<file path="src/rtl/adcs_pkg.sv">
package adcs_pkg;

    typedef enum logic [1:0] {
        MODE_SINGLE = 2'd0,
        MODE_ONCE   = 2'd1,
        MODE_CONT   = 2'd2,
        MODE_GROUP  = 2'd3
    } mode_e;

    typedef enum logic [1:0] {
        SRC_SW  = 2'd0,
        SRC_TMR = 2'd1,
        SRC_EXT = 2'd2,
        SRC_OFF = 2'd3
    } src_e;

    typedef enum logic [1:0] {
        ST_IDLE = 2'd0,
        ST_PICK = 2'd1,
        ST_WAIT = 2'd2
    } st_e;

    function automatic logic src_hit(input logic [1:0] src, input logic sw,
                                     input logic tmr, input logic ext);
        case (src_e'(src))
            SRC_SW:  return sw;
            SRC_TMR: return tmr;
            SRC_EXT: return ext;
            default: return 1'b0;
        endcase
    endfunction

endpackage

</file>
<file path="src/rtl/adcs_edge_sync.sv">
module adcs_edge_sync #(
    parameter int STAGES = 2
) (
    input  logic clk,
    input  logic rst_n,
    input  logic pin,
    output logic rise
);
    logic [STAGES:0] sh_d, sh_q;

    always_comb sh_d = {sh_q[STAGES-1:0], pin};

    always_ff @(posedge clk) begin
        if (!rst_n) sh_q <= '0;
        else        sh_q <= sh_d;
    end

    assign rise = sh_q[STAGES-1] & ~sh_q[STAGES];
endmodule

</file>
<file path="src/rtl/adcs_first_set.sv">
module adcs_first_set #(
    parameter int N = 4,
    parameter int W = (N > 1) ? $clog2(N) : 1
) (
    input  logic [N-1:0] vec,
    output logic [W-1:0] idx,
    output logic         any
);
    always_comb begin
        idx = '0;
        any = |vec;
        for (int i = N - 1; i >= 0; i--) begin
            if (vec[i]) idx = W'(i);
        end
    end
endmodule

</file>
<file path="src/rtl/adcs_result_bank.sv">
module adcs_result_bank #(
    parameter int NCH    = 4,
    parameter int DW     = 12,
    parameter int CHW    = 2,
    parameter int SH_MID = 2,
    parameter int SH_LOW = 4
) (
    input  logic           clk,
    input  logic           rst_n,
    input  logic           wr_en,
    input  logic [CHW-1:0] wr_ch,
    input  logic [DW-1:0]  wr_data,
    input  logic [CHW:0]   rd_sel,
    input  logic [1:0]     rd_shift,
    output logic [DW-1:0]  rd_data
);
    localparam int NSLOT = NCH + 1;
    localparam int OLD   = NCH;

    logic [DW-1:0] slot_d [NSLOT];
    logic [DW-1:0] slot_q [NSLOT];
    logic [DW-1:0] raw;

    always_comb begin
        slot_d = slot_q;
        if (wr_en) begin
            if (wr_ch == '0) slot_d[OLD] = slot_q[0];
            slot_d[int'(wr_ch)] = wr_data;
        end
    end

    always_ff @(posedge clk) begin
        if (!rst_n) begin
            for (int i = 0; i < NSLOT; i++) slot_q[i] <= '0;
        end else begin
            slot_q <= slot_d;
        end
    end

    always_comb begin
        raw = '0;
        for (int i = 0; i < NSLOT; i++) begin
            if (int'(rd_sel) == i) raw = slot_q[i];
        end
        case (rd_shift)
            2'd1:    rd_data = raw >> SH_MID;
            2'd2:    rd_data = raw >> SH_LOW;
            default: rd_data = raw;
        endcase
    end
endmodule

</file>
<file path="src/rtl/adc_scan_seq.sv">
module adc_scan_seq
    import adcs_pkg::*;
#(
    parameter int NCH    = 4,
    parameter int DW     = 12,
    parameter int SYNC   = 2,
    parameter int SH_MID = 2,
    parameter int SH_LOW = 4,
    localparam int CHW   = (NCH > 1) ? $clog2(NCH) : 1
) (
    input  logic           clk,
    input  logic           rst_n,
    input  logic           enable,
    input  logic [1:0]     cfg_mode,
    input  logic [CHW-1:0] cfg_single_ch,
    input  logic [NCH-1:0] cfg_scan_en,
    input  logic [NCH-1:0] cfg_grp_b,
    input  logic [1:0]     cfg_src_a,
    input  logic [1:0]     cfg_src_b,
    input  logic [1:0]     cfg_diag,
    input  logic [1:0]     cfg_shift,
    input  logic           sw_start_a,
    input  logic           sw_start_b,
    input  logic           tmr_trig,
    input  logic           ext_trig,
    input  logic [CHW:0]   rd_sel,
    output logic [DW-1:0]  rd_data,
    output logic           conv_start,
    output logic [CHW-1:0] conv_ch,
    output logic [1:0]     conv_ref,
    input  logic           conv_done,
    input  logic [DW-1:0]  conv_data,
    output logic           done_a,
    output logic           done_b,
    output logic           miss_a,
    output logic           miss_b
);
    localparam int NPIN = 2;

    typedef struct packed {
        st_e            st;
        logic           grp_b;
        logic           pend_a;
        logic           pend_b;
        logic [NCH-1:0] rem;
        logic [CHW-1:0] ch;
        logic [1:0]     rsel;
        logic           start;
        logic           done_a;
        logic           done_b;
        logic           miss_a;
        logic           miss_b;
    } seq_t;

    seq_t q, d;

    // trigger pin synchronisers: index 0 timer, index 1 external
    logic [NPIN-1:0] pin_raw, pin_rise;
    assign pin_raw = {ext_trig, tmr_trig};

    for (genvar g = 0; g < NPIN; g++) begin : g_sync
        adcs_edge_sync #(.STAGES(SYNC)) u_sync (
            .clk  (clk),
            .rst_n(rst_n),
            .pin  (pin_raw[g]),
            .rise (pin_rise[g])
        );
    end

    logic [NCH-1:0] mask_a, mask_b, one_ch;
    logic [CHW-1:0] pick_idx;
    logic           pick_any;
    logic           hit_a, hit_b, busy_a, busy_b;
    mode_e          mode;

    adcs_first_set #(.N(NCH), .W(CHW)) u_pick (
        .vec(q.rem),
        .idx(pick_idx),
        .any(pick_any)
    );

    always_comb begin
        mode   = mode_e'(cfg_mode);
        one_ch = NCH'(1) << cfg_single_ch;
        case (mode)
            MODE_SINGLE: mask_a = one_ch;
            MODE_GROUP:  mask_a = cfg_scan_en & ~cfg_grp_b;
            default:     mask_a = cfg_scan_en;
        endcase
        mask_b = cfg_scan_en & cfg_grp_b;

        hit_a  = enable & src_hit(cfg_src_a, sw_start_a, pin_rise[0], pin_rise[1]);
        hit_b  = enable & (mode == MODE_GROUP)
               & src_hit(cfg_src_b, sw_start_b, pin_rise[0], pin_rise[1]);
        busy_a = q.pend_a | ((q.st != ST_IDLE) & ~q.grp_b);
        busy_b = q.pend_b | ((q.st != ST_IDLE) &  q.grp_b);

        d        = q;
        d.start  = 1'b0;
        d.done_a = 1'b0;
        d.done_b = 1'b0;
        d.miss_a = 1'b0;
        d.miss_b = 1'b0;

        if (hit_a) begin
            if (busy_a) d.miss_a = 1'b1;
            else        d.pend_a = 1'b1;
        end
        if (hit_b) begin
            if (busy_b) d.miss_b = 1'b1;
            else        d.pend_b = 1'b1;
        end

        case (q.st)
            ST_IDLE: begin
                if (enable && q.pend_a) begin
                    d.pend_a = 1'b0;
                    d.grp_b  = 1'b0;
                    d.rem    = mask_a;
                    d.st     = ST_PICK;
                end else if (enable && q.pend_b) begin
                    d.pend_b = 1'b0;
                    d.grp_b  = 1'b1;
                    d.rem    = mask_b;
                    d.st     = ST_PICK;
                end
            end
            ST_PICK: begin
                if (!enable) begin
                    d.st = ST_IDLE;
                end else if (!pick_any) begin
                    if (mode == MODE_CONT && !q.grp_b) begin
                        d.rem = mask_a;
                    end else begin
                        d.done_a = ~q.grp_b;
                        d.done_b = q.grp_b;
                        d.st     = ST_IDLE;
                    end
                end else begin
                    d.ch    = pick_idx;
                    d.rem   = q.rem & ~(NCH'(1) << pick_idx);
                    d.rsel  = cfg_diag;
                    d.start = 1'b1;
                    d.st    = ST_WAIT;
                end
            end
            ST_WAIT: begin
                if (conv_done) d.st = ST_PICK;
            end
            default: d.st = ST_IDLE;
        endcase
    end

    always_ff @(posedge clk) begin
        if (!rst_n) q <= '0;
        else        q <= d;
    end

    adcs_result_bank #(
        .NCH(NCH), .DW(DW), .CHW(CHW), .SH_MID(SH_MID), .SH_LOW(SH_LOW)
    ) u_bank (
        .clk     (clk),
        .rst_n   (rst_n),
        .wr_en   ((q.st == ST_WAIT) && conv_done),
        .wr_ch   (q.ch),
        .wr_data (conv_data),
        .rd_sel  (rd_sel),
        .rd_shift(cfg_shift),
        .rd_data (rd_data)
    );

    assign conv_start = q.start;
    assign conv_ch    = q.ch;
    assign conv_ref   = q.rsel;
    assign done_a     = q.done_a;
    assign done_b     = q.done_b;
    assign miss_a     = q.miss_a;
    assign miss_b     = q.miss_b;
endmodule

</file>
<file path="config.mk">
export PLATFORM = sky130hd
export DESIGN_NAME = adc_scan_seq
export DESIGN_NICKNAME = d
export VERILOG_FILES = /design/src/rtl/adcs_pkg.sv /design/src/rtl/adcs_edge_sync.sv /design/src/rtl/adcs_first_set.sv /design/src/rtl/adcs_result_bank.sv /design/src/rtl/adc_scan_seq.sv
export SDC_FILE = /design/constraint.sdc
export NUM_CORES = 1
export LEC_CHECK = 0
export BUFFER_PORTS_ARGS = -buffer_cell sky130_fd_sc_hd__buf_2
export CAP_MARGIN = 0
export CORE_ASPECT_RATIO = 0.8
export CORE_MARGIN = 2
export CORE_UTILIZATION = 45
export CTS_BUF_LIST = sky130_fd_sc_hd__clkbuf_4 sky130_fd_sc_hd__clkbuf_8
export DETAILED_ROUTE_END_ITERATION = 16
export PLACE_DENSITY = 0.79
export SETUP_SLACK_MARGIN = 0.1
export SLEW_MARGIN = 20
export SYNTH_ARGS = -nofsm -noshare
export SYNTH_HDL_FRONTEND = slang
export SYNTH_HIERARCHICAL = 1
export SYNTH_SLANG_ARGS = --single-unit
</file>
<file path="constraint.sdc">
create_clock -name clk -period 1.7 [get_ports clk]
set_input_delay 0.255 -clock clk [delete_from_list [all_inputs] [get_ports clk]]
set_output_delay 0.255 -clock clk [all_outputs]
set_load 0.005 [all_outputs]
</file>
Word level (Yosys, flattened, before mapping)
Index checks and enable logic that the tools add are counted. W data, S select, Z words.

Magnitude comparators: 2. Shift-type cells: 2. Reduce and logical (&&, ||, !) cells: 24. Equal/unequal tests: 19. Bitwise gates (word level): 21. Mux-type cells: 43.

Operator list (count): $mux W12 (8); $bwmux W60 (1); $demux W12 S3 (1); $ge A32 B4 Y1 const B (1); $lt A32 B1 Y1 const B (1); $not A2 Y32 (1); $pmux W12 S2 (1); $mux W2 (11); $pmux W4 S2 (2); $and A4 B4 Y4 (3); $eq A2 B2 Y1 const B (6); $mux W4 (3); $mux W11 (1); $logic_not A2 Y1 (5); $mux W5 (2); $eq A3 B3 Y1 const B (3); $reduce_and A3 Y1 (3); $eq A2 B1 Y1 const B (4); $mux W1 (8); $not A4 Y4 (2); $reduce_or A8 Y1 (1); $shl A1 B2 Y4 const A (2); $and A1 B1 Y1 (7); $mux W3 (2); other kinds (15) (32).

Word-level logic and storage cells: 130. Bits of input ports: 43. Output and inout port bits: 21. Register bits after elaboration: 84.

Longest topological paths before layout
Word-level depth: 10. Gate-level depth with buffers: 8. Depth with buffers taken out: 6.

Cells and area by module
Netlist, hierarchy kept.

By module, submodules not included: adcs_result_bank (instances 1, area each 3098.0 µm², cells each 382, seq. area each 1201.2 µm²); adc_scan_seq (instances 1, area each 1132.3 µm², cells each 132, seq. area each 360.3 µm²); adcs_edge_sync (instances 2, area each 92.6 µm², cells each 7, seq. area each 60.1 µm²); adcs_first_set (instances 1, area each 35.0 µm², cells each 7, seq. area each 0.0 µm²).

Least setup slack after synthesis
No wires, ideal clock.

Path kind: register to register. From: register q[16] (netlist name). To: register u_bank/slot_q[0] (netlist name). Setup slack: 0.018 ns. Arrival: 1.560 ns. Period minus slack after synthesis: 1.682 ns. Path buffers: 3. Data required time: 1.578 ns. Library setup time: 0.122 ns. Stages on the path, launching flop included: 8. Cell sequence: dfxtp_1 > buf_6 > and3b_1 > or3b_2 > clkbuf_1 > buf_2 > nand2_1 > a21boi_0.

Word-level cells in the longest chain between the ends: 2.

RTL lines: start, declared (line adc_scan_seq.sv:55) `seq_t q, d;`; start signal, assigned (line adc_scan_seq.sv:155) `if (!rst_n) q <= '0;`; start signal, assigned (line adc_scan_seq.sv:156) `else q <= d;`; $eq A2 B2 Y1 (line adc_scan_seq.sv:164) `.wr_en ((q.st == ST_WAIT) && conv_done),`; $logic_and A1 B1 Y1 (line adc_scan_seq.sv:164); end signal, assigned (line adcs_result_bank.sv:36) `slot_q <= slot_d;`; end, declared (line adcs_result_bank.sv:21) `logic [DW-1:0] slot_q [NSLOT];`.

No other way between the ends. A chain may end at the register's enable or synchronous reset.

Final worst setup path
From: register u_bank/slot_q[18] (netlist name). To: output rd_data[4].

Word-level cells in the longest chain between the ends: 3.

RTL lines: $mux W12 (2 in series) (line adcs_result_bank.sv:43) `if (int'(rd_sel) == i) raw = slot_q[i];`; $pmux W12 S2 (line adcs_result_bank.sv:45) `case (rd_shift)`; end, declared (line adc_scan_seq.sv:27) `output logic [DW-1:0] rd_data,`.

No other way between the ends.

==> results.json <==
{
  "run_status": "finished, violations left",
  "failing_checks": "setup timing",
  "cts_buffers": 9,
  "cts_tree": "yes",
  "critical_path_buf_inv_count": 2,
  "post_cts_hold_buffer_count": 0,
  "synth.cell_area_sq_um": 4450,
  "endpoint_kind": "output pin",
  "fin_cells": 749,
  "antenna_cells": 0,
  "place.detailed.instances": 729,
  "dr_total_vias": 4091,
  "avgViaCountPerCell": 5.46,
  "finalWeightedCongestion": 0.881,
  "area.growth.synth_to_final_pct": 21.5,
  "max_transition_margin_pct": 61.3,
  "ir_drop_mv": 0.596,
  "holdPathStages": 2,
  "cts_htree_levels": 3,
  "critical_path_cell_with_the_highest_stage_delay": "sky130_fd_sc_hd__mux4_2",
  "grt_overflow_total": 0,
  "setup_skew_after_layout_ns": 0.00931,
  "num_io_pins": 64,
  "final-max-slew-violation-count": 0,
  "crit_type": "register to output pin",
  "route.antenna.remaining_nets": 0,
  "max_cap_viol_count": 0,
  "timing.final.hold_violations": 0,
  "worstSkewPairLatency_ns": 0.35,
  "tns_ns": -1.91,
  "worst-r2r-cell-count": 6,
  "syn_inst": 535,
  "setup_slack_of_the_worst_register_to_register_path_ns": 0.21,
  "synth.largest_area_cell": "sky130_fd_sc_hd__dfxtp_1",
  "critical_path_arrival_ns": 1.75,
  "clock_path_buffers": 2,
  "final.period_utilization_pct": 118,
  "ys.flop_type": "sky130_fd_sc_hd__dfxtp_1",
  "synth.most_common_cell": "sky130_fd_sc_hd__nand2_1",
  "dr.first_iter.drc_count": 336,
  "core_area_sq_um": 9650,
  "synth_cell_type_count": 62,
  "worst_r2r_endpoint": "q[10]",
  "final.min_clock_period_ns": 2.00,
  "root_driver": "sky130_fd_sc_hd__clkbuf_8",
  "asr_flop_ratio_synth_pct": 0,
  "first_pass_iters": 5,
  "avgSynthCellArea_sq_um": 8.32,
  "timing.critical_path.from_type": "register",
  "grt_setup_unrepaired": "yes",
  "grt_antenna_before_repair": 0,
  "setup-violations-final": 11,
  "synth_sequential_area_ratio_pct": 37.8,
  "number_of_flops_mapped_to_enable_cells_by_yosys": 0,
  "detailed_place_hpwl_mm": 7.85,
  "initial_util_pct": 46.1,
  "critical-path-top-delay-family": "multiplexers",
  "wl_mm": 11.5,
  "grt_pass1_vias": 4012,
  "crit_path_cell_trace": "mux4_2, clkinv_2, o21ai_4, a221oi_2, nor2_1, buf_2",
  "synth_largest_type_area_fraction_pct": 37.8,
  "worstReg2RegStart": "q[9]",
  "grt_start_max_net_pins": 63,
  "whs_endpoint": "g_sync[0].u_sync/sh_q[0]",
  "post_cts_clock_slew_at_the_launch_and_capture_registers_of_the_worst_setup_and_hold_paths_ns": 0.08,
  "worst_slack_ns": -0.304,
  "drc": 0,
  "hold_path.class": "primary input to register",
  "drt-wirelength-per-cell_microns": 15.3,
  "port_buffers": 63,
  "synth_commonest_cells": "144 x sky130_fd_sc_hd__nand2_1, 84 x sky130_fd_sc_hd__dfxtp_1, 56 x sky130_fd_sc_hd__a21boi_0, 23 x sky130_fd_sc_hd__mux2i_1, 23 x sky130_fd_sc_hd__nor2_1",
  "leakage_uw": 0.00206,
  "power.density_nw_per_um2": 754,
  "timing_worst_slew_pin_value_ns": 0.579,
  "clock_sinks": 84,
  "cp.required_ns": 1.44,
  "die_y_microns": 93.0,
  "drive_above_1_share_pct": 27.4,
  "final_net_count": 656,
  "hold_path.startpoint": "tmr_trig",
  "grt_pass1_wl_mm": 19.0,
  "synthTopCellsByArea": "sky130_fd_sc_hd__dfxtp_1 38%, sky130_fd_sc_hd__nand2_1 12%, sky130_fd_sc_hd__a21boi_0 9.4%, sky130_fd_sc_hd__mux2i_1 5.2%, sky130_fd_sc_hd__o21ai_0 2.2%",
  "max_clock_freq_mhz": 499,
  "dieWidth_microns": 115,
  "global_route.usage.total_pct": 22.2,
  "synthesis.yosys.warnings": 6,
  "slowest_cell_delay_on_critical_path_ns": 0.49,
  "post_synthesis_net_count": 583,
  "synth_seq_cells": 84,
  "rows": 32,
  "highest_fanout_seen_on_the_critical_path": 3,
  "total_die_area_sq_um": 10700
}
## flip-flops by register name, indices dropped and copies added, names as in the netlist
name,count
done_a,1
conv_start,1
miss_a,1
conv_ch,2
g_sync.u_sync/sh_q,6
conv_ref,2
miss_b,1
u_bank/slot_q,60
done_b,1
q,9
## cell type report
class	count	area, sq um
Clock inverter	5	83.8
Timing Repair Buffer	95	638
Tap cell	136	170
Fill cell	854	4240
Sequential cell	84	1690
Multi-Input combinational cell	407	2630
Clock buffer	11	151
Inverter	11	42.5
## cells by family (layout without fill, tap and decap cells)
family | Yosys count | after routing | share of synthesized area [%]
flip-flops | 84 | 84 | 37.8
AO/OA/AOI/OAI | 137 | 137 | 22.9
adder cells (fa/ha/maj) | 5 | 5 | 1.41
multiplexers | 28 | 28 | 6.94
buffers and inverters | 45 | 122 | 5.62
AND/OR/NAND/NOR | 236 | 237 | 25.3
## per-stage QoR
stage	setup WS (ns)	total power [uW]	util, %	instance area [sq um]	hold WS (ns)
after floorplan	0.112	2290	-	4470	0.377
after global placement	-0.0953	2440	51.8	5000	0.414
after detailed placement	-0.152	2450	51.8	5000	0.418
after CTS	-0.306	4090	55.0	5310	0.0790
after global routing	-0.375	4240	56.0	5410	0.0812
final	-0.304	4080	56.0	5410	0.0962
## worst max path at each step
stage | depth (start not counted) | startpoint | slack [ns] | end
after detailed placement | 8 | rd_sel[1] | -0.15 | rd_data[3]
after global placement | 8 | rd_sel[1] | -0.1 | rd_data[2]
after floorplan | 7 | q[16] | 0.11 | u_bank/slot_q[10]
after CTS | 6 | u_bank/slot_q[18] | -0.31 | rd_data[4]
after global routing | 6 | u_bank/slot_q[18] | -0.38 | rd_data[2]
final | 6 | u_bank/slot_q[18] | -0.30 | rd_data[4]
## layout by cell type, fill, tap and decap left out, drive strengths merged, types with 3 or more instances in the layout
master | Yosys | layout
ha | 5 | 5
a21boi | 60 | 60
o31a | 3 | 3
a221oi | 3 | 3
nand2b | 8 | 8
a22oi | 7 | 7
or3 | 4 | 4
nand3 | 7 | 7
a31oi | 6 | 6
buf | 17 | 93
mux2i | 23 | 23
mux2 | 3 | 3
a211o | 3 | 3
nor2b | 16 | 16
and2 | 8 | 8
or2 | 3 | 3
o22ai | 3 | 3
inv | 10 | 10
o21ai | 25 | 25
a21oi | 8 | 8
o221ai | 5 | 5
clkbuf | 17 | 13
nor3b | 4 | 4
nand2 | 144 | 144
dfxtp | 84 | 84
nor3 | 7 | 7
o21a | 5 | 5
nor2 | 24 | 24
nand3b | 4 | 4
## metal layers
metal  GRT usage (%)  wire (microns)  up-vias
met4            6.63              89        0
met3            6.15             857       10
met1            29.8            5320     1950
met2            34.8            5200      145
li1                -               -     1986
met5               0               0        -
## report_power, final
part           internal (uW)  switching [uW]  total (uW)
Clock                    910             730        1640
Sequential              1980            12.1        1990
Combinational            205             238         443
Total                   3100             980        4080
## worst reg2reg max path, cell delays in order, from the launching register on
cell and delay [ns]:
sky130_fd_sc_hd__dfxtp_1 0.41, sky130_fd_sc_hd__nor2_1 0.07, sky130_fd_sc_hd__nand2_1 0.10, sky130_fd_sc_hd__inv_2 0.08, sky130_fd_sc_hd__a311oi_4 0.41, sky130_fd_sc_hd__o31a_1 0.21
sky130_fd_sc_hd__a31oi_1 0.09
## timing repair
| action | 4_1_cts | 5_1_grt |
|---|---|---|
| gates resized for setup | 23 | 21 |
| setup endpoints to repair | 24 | 13 |
| setup buffers | 0 | 2 |
| pin swaps | 7 | 6 |
| gates cloned | 0 | 2 |
Note: power is estimated with default switching activity, not from simulation.
